### src/rtl/sio_cfg_pkg.sv
// Package: shared constants and types for the configuration index port.
// Assumes an 8-bit host data path and 8-bit register numbers.
package sio_cfg_pkg;
    localparam int DW = 8;

    // Window offsets
    localparam logic PORT_INDEX = 1'b0;
    localparam logic PORT_DATA  = 1'b1;

    // Global register numbers
    localparam logic [DW-1:0] REG_LDSEL = 8'h07;
    localparam logic [DW-1:0] REG_MFSEL = 8'h1C;
    localparam logic [DW-1:0] REG_ID_HI = 8'h20;
    localparam logic [DW-1:0] REG_ID_LO = 8'h21;

    // Value returned while configuration space is closed
    localparam logic [DW-1:0] CLOSED_READ = 8'hFF;

    // Lock sequencer states
    typedef enum logic [1:0] {
        LK_CLOSED = 2'd0,
        LK_HALF   = 2'd1,
        LK_OPEN   = 2'd2
    } lock_state_t;
endpackage

### src/rtl/sio_unlock_fsm.sv
// Module: lock sequencer. Watches index-port writes and opens configuration
// space after two consecutive open keys; a close key shuts it again.
// Assumes idx_wr is a single-cycle strobe. Data-port traffic is not seen here.
module sio_unlock_fsm
    import sio_cfg_pkg::*;
#(
    parameter logic [DW-1:0] KEY_OPEN  = 8'h87,
    parameter logic [DW-1:0] KEY_CLOSE = 8'hAA
) (
    input  logic          clk,
    input  logic          rst_n,
    input  logic          idx_wr,
    input  logic [DW-1:0] wdata,
    output logic          cfg_open,
    output logic          idx_load
);
    lock_state_t state_q, state_d;

    // Next-state decode for index-port writes
    always_comb begin
        state_d = state_q;
        if (idx_wr) begin
            unique case (state_q)
                LK_CLOSED: state_d = (wdata == KEY_OPEN) ? LK_HALF : LK_CLOSED;
                LK_HALF:   state_d = (wdata == KEY_OPEN) ? LK_OPEN : LK_CLOSED;
                LK_OPEN:   state_d = (wdata == KEY_CLOSE) ? LK_CLOSED : LK_OPEN;
                default:   state_d = LK_CLOSED;
            endcase
        end
    end

    // State register
    always_ff @(posedge clk) begin
        if (!rst_n) state_q <= LK_CLOSED;
        else        state_q <= state_d;
    end

    assign cfg_open = (state_q == LK_OPEN);
    // An index write while open loads the index, unless it is the close key
    assign idx_load = idx_wr && (state_q == LK_OPEN) && (wdata != KEY_CLOSE);
endmodule

### src/rtl/sio_global_regs.sv
// Module: global register file below the device window. Holds the device
// select and pin-function select and decodes the read-only chip ID bytes.
// Assumes wr_en is qualified by open state and data-port selection.
module sio_global_regs
    import sio_cfg_pkg::*;
#(
    parameter logic [2*DW-1:0] CHIP_ID  = 16'h1061,
    parameter logic [DW-1:0]   MF_RESET = 8'h00
) (
    input  logic          clk,
    input  logic          rst_n,
    input  logic [DW-1:0] idx,
    input  logic          wr_en,
    input  logic [DW-1:0] wdata,
    output logic [DW-1:0] ldsel,
    output logic [DW-1:0] mfsel,
    output logic [DW-1:0] rd_val
);
    localparam int ID_BYTES = 2;

    logic [ID_BYTES-1:0] id_hit;
    logic [DW-1:0]       id_byte [ID_BYTES];

    // One decoder per ID byte; byte 0 is the high byte at the lower number
    for (genvar g = 0; g < ID_BYTES; g++) begin : g_id
        localparam logic [DW-1:0] ID_REG = REG_ID_HI + DW'(g);
        assign id_hit[g]  = (idx == ID_REG);
        assign id_byte[g] = CHIP_ID[(ID_BYTES-1-g)*DW +: DW];
    end

    // Writable global registers
    always_ff @(posedge clk) begin
        if (!rst_n) begin
            ldsel <= '0;
            mfsel <= MF_RESET;
        end else if (wr_en) begin
            if (idx == REG_LDSEL) ldsel <= wdata;
            if (idx == REG_MFSEL) mfsel <= wdata;
        end
    end

    // Read multiplexer; unimplemented numbers return zero
    always_comb begin
        rd_val = '0;
        if (idx == REG_LDSEL) rd_val = ldsel;
        if (idx == REG_MFSEL) rd_val = mfsel;
        for (int i = 0; i < ID_BYTES; i++) begin
            if (id_hit[i]) rd_val = id_byte[i];
        end
    end
endmodule

### src/rtl/sio_ld_router.sv
// Module: forwards data-port accesses at or above the window base to the
// selected logical device as single-cycle strobes. Purely combinational.
// Assumes the device returns read data in the cycle of its read strobe.
module sio_ld_router
    import sio_cfg_pkg::*;
#(
    parameter logic [DW-1:0] LD_BASE = 8'h30
) (
    input  logic          data_wr,
    input  logic          data_rd,
    input  logic [DW-1:0] idx,
    input  logic [DW-1:0] ldsel,
    input  logic [DW-1:0] wdata,
    input  logic [DW-1:0] dev_rdata,
    output logic          in_window,
    output logic          ld_wr,
    output logic          ld_rd,
    output logic [DW-1:0] ld_num,
    output logic [DW-1:0] ld_idx,
    output logic [DW-1:0] ld_wdata,
    output logic [DW-1:0] rd_val
);
    // Window decode and strobe generation
    always_comb begin
        in_window = (idx >= LD_BASE);
        ld_wr     = data_wr && in_window;
        ld_rd     = data_rd && in_window;
        ld_num    = ldsel;
        ld_idx    = idx;
        ld_wdata  = wdata;
        rd_val    = dev_rdata;
    end
endmodule

### src/rtl/sio_cfg_port.sv
// Module: top of the configuration index port. Holds the index and the
// registered read result, and ties the lock sequencer, global registers
// and device router together. Assumes io_rd and io_wr are never both high.
module sio_cfg_port
    import sio_cfg_pkg::*;
#(
    parameter logic [2*DW-1:0] CHIP_ID   = 16'h1061,
    parameter logic [DW-1:0]   KEY_OPEN  = 8'h87,
    parameter logic [DW-1:0]   KEY_CLOSE = 8'hAA,
    parameter logic [DW-1:0]   LD_BASE   = 8'h30,
    parameter logic [DW-1:0]   MF_RESET  = 8'h00
) (
    input  logic          clk,
    input  logic          rst_n,
    input  logic          io_sel,
    input  logic          io_wr,
    input  logic          io_rd,
    input  logic [DW-1:0] io_wdata,
    output logic [DW-1:0] io_rdata,
    output logic          cfg_open,
    output logic [DW-1:0] mf_sel,
    output logic [DW-1:0] ld_num,
    output logic [DW-1:0] ld_idx,
    output logic          ld_wr,
    output logic          ld_rd,
    output logic [DW-1:0] ld_wdata,
    input  logic [DW-1:0] ld_rdata
);
    logic [DW-1:0] index_q;
    logic [DW-1:0] ldsel, glob_rd, dev_rd;
    logic          idx_load, in_window;
    logic          data_wr, data_rd;

    assign data_wr = io_wr && (io_sel == PORT_DATA) && cfg_open;
    assign data_rd = io_rd && (io_sel == PORT_DATA) && cfg_open;

    sio_unlock_fsm #(.KEY_OPEN(KEY_OPEN), .KEY_CLOSE(KEY_CLOSE)) u_lock (
        .clk      (clk),
        .rst_n    (rst_n),
        .idx_wr   (io_wr && (io_sel == PORT_INDEX)),
        .wdata    (io_wdata),
        .cfg_open (cfg_open),
        .idx_load (idx_load)
    );

    sio_global_regs #(.CHIP_ID(CHIP_ID), .MF_RESET(MF_RESET)) u_glob (
        .clk    (clk),
        .rst_n  (rst_n),
        .idx    (index_q),
        .wr_en  (data_wr && !in_window),
        .wdata  (io_wdata),
        .ldsel  (ldsel),
        .mfsel  (mf_sel),
        .rd_val (glob_rd)
    );

    sio_ld_router #(.LD_BASE(LD_BASE)) u_route (
        .data_wr   (data_wr),
        .data_rd   (data_rd),
        .idx       (index_q),
        .ldsel     (ldsel),
        .wdata     (io_wdata),
        .dev_rdata (ld_rdata),
        .in_window (in_window),
        .ld_wr     (ld_wr),
        .ld_rd     (ld_rd),
        .ld_num    (ld_num),
        .ld_idx    (ld_idx),
        .ld_wdata  (ld_wdata),
        .rd_val    (dev_rd)
    );

    // Index register, loaded by index-port writes while open
    always_ff @(posedge clk) begin
        if (!rst_n)        index_q <= '0;
        else if (idx_load) index_q <= io_wdata;
    end

    // Registered read result, updated on every host read
    always_ff @(posedge clk) begin
        if (!rst_n) begin
            io_rdata <= CLOSED_READ;
        end else if (io_rd) begin
            if (!cfg_open)                 io_rdata <= CLOSED_READ;
            else if (io_sel == PORT_INDEX) io_rdata <= index_q;
            else if (in_window)            io_rdata <= dev_rd;
            else                           io_rdata <= glob_rd;
        end
    end
endmodule

### config.mk
export PLATFORM = sky130hd
export DESIGN_NAME = sio_cfg_port
export DESIGN_NICKNAME = d
export VERILOG_FILES = /design/src/rtl/sio_cfg_pkg.sv /design/src/rtl/sio_unlock_fsm.sv /design/src/rtl/sio_global_regs.sv /design/src/rtl/sio_ld_router.sv /design/src/rtl/sio_cfg_port.sv
export SDC_FILE = /design/constraint.sdc
export NUM_CORES = 1
export LEC_CHECK = 0
export ABC_AREA = 0
export BUFFER_PORTS_ARGS = -buffer_cell sky130_fd_sc_hd__buf_4
export CORE_MARGIN = 10
export CORE_UTILIZATION = 40
export CTS_CLUSTER_DIAMETER = 150
export DETAILED_ROUTE_END_ITERATION = 12
export GPL_ROUTABILITY_DRIVEN = 0
export PLACE_DENSITY = 0.67
export SLEW_MARGIN = 20
export SYNTH_ARGS = -nofsm -noshare
export SYNTH_HDL_FRONTEND = slang
export SYNTH_SLANG_ARGS = --single-unit
### constraint.sdc
create_clock -name clk -period 1.9 [get_ports clk]
set_clock_uncertainty 0.15 [all_clocks]
set_input_delay 0.19 -clock clk [delete_from_list [all_inputs] [get_ports clk]]
set_output_delay 0.19 -clock clk [all_outputs]
set_load 0.02 [all_outputs]
==> run summary, run 1 <==
Worst skew pair latency = 280 ps
Sequential share of the synthesized area = 39.9%
Area grow syn2layout = 35.4%
First-pass GRT wire length = 8950 um
Final setup vio count = 0
Final instance area = 2310 um2
DR WL/cell = 18.4 um
Setup_tns = 0 ps
Clock buffer depth = 2
# diodes = 0
Largest net degree at the start of global routing = 35
Yosys top cell by area = dfxtp_1
Via/cell ratio = 5.67
Async SR Flop Fraction = 0%
Synth warn = 0
Synth area leaders = dfxtp_1 40%, nand3_1 4.7%, o21ai_1 4.7%
F_max = 550 MHz
Number of synthesized flops with an enable pin = 0
Arr. time, crit path = 1480 ps
Synthesized instance count = 186
RSZ-0062 raised after global routing = false
Critical R2R Launch = index_q[5]$_SDFFE_PN0P_
Clock root buffer master = clkbuf_8
TritonCTS Sinks = 34
Number of placement rows = 23
Placed cells = 291
Final non-filler cell total = 299
Yosys reg bits = 34
Cell variety after synth = 46
Crit start category = flop
Post-route ant nets = 0
Detailed placer's ending HPWL = 4300 um
DR iter-0 viols = 184
Slew @ Worst Pin = 453 ps
Final hold violation count = 0
Multi-input logic area = 891 um2
Hold_buf cts = 0
Core ar. = 4060 um2
Worst path required time = 1560 ps
Leak = 1.00 nW
Die Wd = 85.3 um
Post-CTS Setup Inserts = 0
Die Span Y = 85.3 um
MaxCap Viol Count = 0
Tcrit/Tclk final = 95.6%
Number of port buffers = 63
Final Power = 1.41 mW
Worst Setup SP = index_q[5]$_SDFFE_PN0P_
Syn nets = 207
Synth Cell Area = 1710 um2
Worst rel slew slack = 69.4%
Min-delay src = io_wdata[1]
Crit Path Max Fanout = 7
Initial Util = 42.0%
Drt pass-1 iters = 4
Min-delay worst type = in2reg
Status = finished clean
GRT Util Overall = 14.9%
Grt ovf = 0
Clk slew on worst S/H paths = 70 ps
Fin nets = 269
Fin crit period = 1820 ps
Die Area = 7280 um2
CP Class = reg2out
Total power per unit cell area = 612 nW/um2
CTS H-tree depth = 2
IR Drop Worst-Case VDD = 0.456 mV
FF+latch area = 682 um2
Synth top area share = 39.9%
CTS tree = yes
Syn Area/Cell = 9.17 um2
Top-Level Pins = 64
Vias in the first global route = 1696
Post-DP Area = 2210 um2
Remaining DRCs = 0
Post-synth top flop = dfxtp_1
Final Max Slew Viols = 0
DR vias = 1694
Initial antenna violation count = 0
Final WL = 5490 um
Clock buffer count from CTS = 5
Fraction of layout cells with a size suffix above 1 = 36.9%
CP Capture Type = output pin
Fill count = 388
## synthesized netlist by cell type (2+ instances only)
cell type   n
a211o_1     2
a21o_1      7
a21oi_1     9
a221oi_1    5
a22oi_1     3
and2_0      2
and2_1      2
and4bb_2    2
buf_2       4
buf_4       8
clkbuf_1    4
dfxtp_1    34
inv_1       7
mux2i_1     6
nand2_1    10
nand3_1    16
nand3b_1    2
nand4_2     2
nor2_1      7
o21a_1      3
o21ai_0     5
o21ai_1    16
o221ai_1    4
o22ai_1     4
## worst max-delay path, stage by stage, from the launching register on
cell,delay (ps)
dfxtp_1,530
a211oi_4,130
buf_4,160
nor3b_1,190
buf_4,180
## routing by layer
layer | wire length (um) | up-vias | GRT usage, %
met5 | 0 | - | 0
met4 | 62 | 0 | 5.09
met3 | 378 | 4 | 4.49
met2 | 2560 | 68 | 22.7
met1 | 2490 | 807 | 19.3
li1 | - | 815 | -
## cell usage in the layout, fill, tap and decap left out, drive strengths merged, types with 3 or more instances in the layout
cell type / instances
a221oi: 5
a22oi: 3
o22ai: 4
a21oi: 9
clkbuf: 6
dfxtp: 34
nand2: 10
o21ai: 21
o221ai: 4
inv: 7
nand3: 16
mux2i: 6
o21a: 3
buf: 73
and2: 4
nand4: 3
nor2: 7
a21o: 7
## registers in the layout, summed over array words and instances, names as in the netlist
register        count
index_q             8
io_rdata            8
u_glob.ldsel        8
u_glob.mfsel        8
u_lock.state_q      2
## cell type report
| class | instances | area share [%] |
|---|---|---|
| Sequential cell | 34 | 29.5 |
| Clock inverter | 2 | 0.542 |
| Clock buffer | 6 | 3.58 |
| Timing Repair Buffer | 73 | 23.7 |
| Tap cell | 50 | 2.71 |
| Inverter | 8 | 1.30 |
| Multi-Input combinational cell | 126 | 38.6 |
## worst paths after layout
check	endpoint	slack (ps)	depth (start not counted)
worst max-delay path	ld_rd	80	4
worst min-delay path	index_q[1]$_SDFFE_PN0P_	20	3
worst max register to register	io_rdata[0]$_SDFFE_PN1P_	170	4
worst min register to register	u_glob.ldsel[3]$_SDFFE_PN0P_	340	2
## report_power, final
part | internal (mW) | total (mW) | switching, mW
logic | 0.0588 | 0.137 | 0.0778
clock network | 0.291 | 0.558 | 0.267
registers | 0.716 | 0.718 | 0.00203
## stage by stage
| step | hold WS, ps | worst slack, ps | util (%) |
|---|---|---|---|
| 2_1_floorplan | 187 | 168 | - |
| 3_3_place_gp | 312 | 157 | 54.5 |
| 3_5_place_dp | 319 | 118 | 54.5 |
| 4_1_cts | 24.8 | 53.4 | 56.9 |
| 5_1_grt | 18.0 | 25.5 | 56.9 |
| 6_report | 24.8 | 82.7 | 56.9 |
## timing repair
item | in CTS | in global routing
resized for setup | 0 | 2
hold endpoints to repair | 0 | 0
setup endpoints to repair | 0 | 5
## logic make-up (layout without fill, tap and decap cells)
group | count (synthesis) | in the layout | synth area share [%]
AOI/OAI and AO/OA | 64 | 64 | 26.7
DFF | 34 | 34 | 39.9
muxes | 6 | 6 | 3.52
and+or+nand+nor | 56 | 56 | 22.0
buffers and inverters | 26 | 89 | 7.85
No activity file was read; power rests on OpenSTA's default activity.
==> run 2: changes to the inputs <==
Settings changed: GPL_TIMING_DRIVEN set to 0.
==> run summary, run 2 (synthesis gave the netlist of run 1 again) <==
Status = finished clean
DR vias = 1703
Finished Core Util = 59.6%
Die Wd = 85.3 um
Clock root buffer master = clkbuf_8
Total power per unit cell area = 692 nW/um2
First-pass GRT wire length = 8500 um
Fraction of layout cells with a size suffix above 1 = 39.1%
Final setup vio count = 0
Setup ws final = 51.6 ps
F_max = 541 MHz
Clock buffer depth = 2
R2r endpoint = u_glob.ldsel[6]$_SDFFE_PN0P_
Worst path required time = 1930 ps
Vias in the first global route = 1623
Initial antenna violation count = 0
Area grow syn2layout = 41.7%
Most common cell after layout, fill and taps aside = buf_4
MaxCap Viol Count = 0
Final WL = 5510 um
Hold_buf cts = 0
Crit Path Max Fanout = 10
TritonCTS Sinks = 34
Fin crit period = 1850 ps
RSZ-0062 raised after global routing = true
Fin Hold WS = 24.9 ps
Number of port buffers = 61
Leak = 1.03 nW
Clk slew on worst S/H paths = 80 ps
Max stage delay on crit path = 440 ps
CTS tree = yes
DR iter-0 viols = 61
Crit-path slowest cell = a211oi_4
Top-Level Pins = 64
CP Capture Type = flop
Post-route ant nets = 0
Critical Path End = u_glob.ldsel[6]$_SDFFE_PN0P_
GRT Util Overall = 14.4%
Largest net degree at the start of global routing = 13
CP Class = reg2reg
Slew @ Worst Pin = 462 ps
Fill count = 379
Arr. time, crit path = 1880 ps
Sw Ratio = 21.8%
Hold path depth = 3
Via/cell ratio = 5.53
Min-delay worst type = in2reg
Die Span Y = 85.3 um
Final non-filler cell total = 308
Crit-path cells = a211oi_4, nand4_2, buf_2, nand3_1, o21ai_1
Sequential Power Share = 42.9%
Logic pwr share = 8.8%
Initial Util = 42.0%
Tcrit/Tclk final = 97.3%
Fin nets = 278
Clock buffer count from CTS = 5
Number of placement rows = 23
Final hold violation count = 0
Grt ovf = 0
CTS H-tree depth = 2
Final Max Slew Viols = 0
Worst skew pair latency = 290 ps
Internal reg-to-reg setup slack = 50 ps
IR Drop Worst-Case VDD = 0.448 mV
DR WL/cell = 17.9 um
Sw power = 0.365 mW
# diodes = 0
Critical R2R Launch = index_q[5]$_SDFFE_PN0P_
Worst rel slew slack = 69.2%
Highest-count cells in the layout ignoring fill and taps = 72 x buf_4, 29 x dfxtp_1, 16 x nand3_1, 16 x o21ai_1, 10 x nand2_1
Crit start category = flop
Die Area = 7280 um2
Worst Setup SP = index_q[5]$_SDFFE_PN0P_
Place WS = 43.3 ps
Core ar. = 4060 um2
Detailed placer's ending HPWL = 4300 um
Pint = 1.31 mW
Clk pwr share = 48.3%
Remaining DRCs = 0
Placed cells = 297
Register-to-Register Path Depth = 5
Drt pass-1 iters = 4
-- run 2: changes by cell type in the layout (fill, tap and decap cells not counted), sizes merged --
cell	previous run	this run
buf	73	76
clkbuf	6	11
clkinvlp	1	0
bufinv	0	2
-- run 2: cell type report --
cell class                      count  area [um2]  share of cell area, %
Multi-Input combinational cell    126         913                   37.8
Clock inverter                      3        68.8                   2.85
Inverter                            8        30.0                   1.24
Buffer                             18         106                   4.40
Sequential cell                    34         687                   28.4
Clock buffer                        5        68.8                   2.85
Timing Repair Buffer               64         480                   19.9
Tap cell                           50        62.6                   2.59
-- run 2: worst min-delay path by stage --
| stage | start | end |
|---|---|---|
| after floorplan | io_wdata[0] | index_q[0]$_SDFFE_PN0P_ |
| after global routing | io_wdata[1] | index_q[1]$_SDFFE_PN0P_ |
| after global placement | io_wdata[1] | index_q[1]$_SDFFE_PN0P_ |
| after CTS | io_wdata[1] | index_q[1]$_SDFFE_PN0P_ |
| final | io_wdata[1] | index_q[1]$_SDFFE_PN0P_ |
| after detailed placement | io_wdata[1] | index_q[1]$_SDFFE_PN0P_ |
-- run 2: power by group through the flow --
stage / Sequential, mW / Clock (mW) / Combinational [mW]
6_report: 0.718 / 0.808 / 0.147
5_1_grt: 0.718 / 0.857 / 0.158
4_1_cts: 0.718 / 0.811 / 0.147
3_5_place_dp: 0.735 / 0 / 0.147
3_3_place_gp: 0.735 / 0 / 0.147
2_1_floorplan: 0.740 / 0 / 0.0662
-- run 2: per-layer routing --
metal  vias to the layer above  part of all wire [%]  track usage, %
li1                        835                     -               -
met1                       809                    46            17.7
met2                        55                    47            22.7
met3                         4                   6.3            4.59
met4                         0                   1.2            5.54
met5                         -                     0               0
-- run 2: through the flow --
stage,setup TNS [ps],total power [mW],area [um2]
2_1_floorplan,0,0.806,1710
3_5_place_dp,0,0.882,2230
6_report,0,1.67,2420
3_3_place_gp,0,0.881,2230
4_1_cts,0,1.68,2360
5_1_grt,-63.1,1.73,2420
-- run 2: critical path, delay by kind of cell, from the launching register on --
family | cells | cell delay (ps)
flops | 1 | 420
buf+inv | 1 | 280
simple gates | 2 | 380
compound gates | 2 | 500
-- run 2: what timing repair did --
action | in CTS | in global routing
setup buffers | 0 | 3
resized for setup | 0 | 9
setup endpoints to repair | 0 | 18
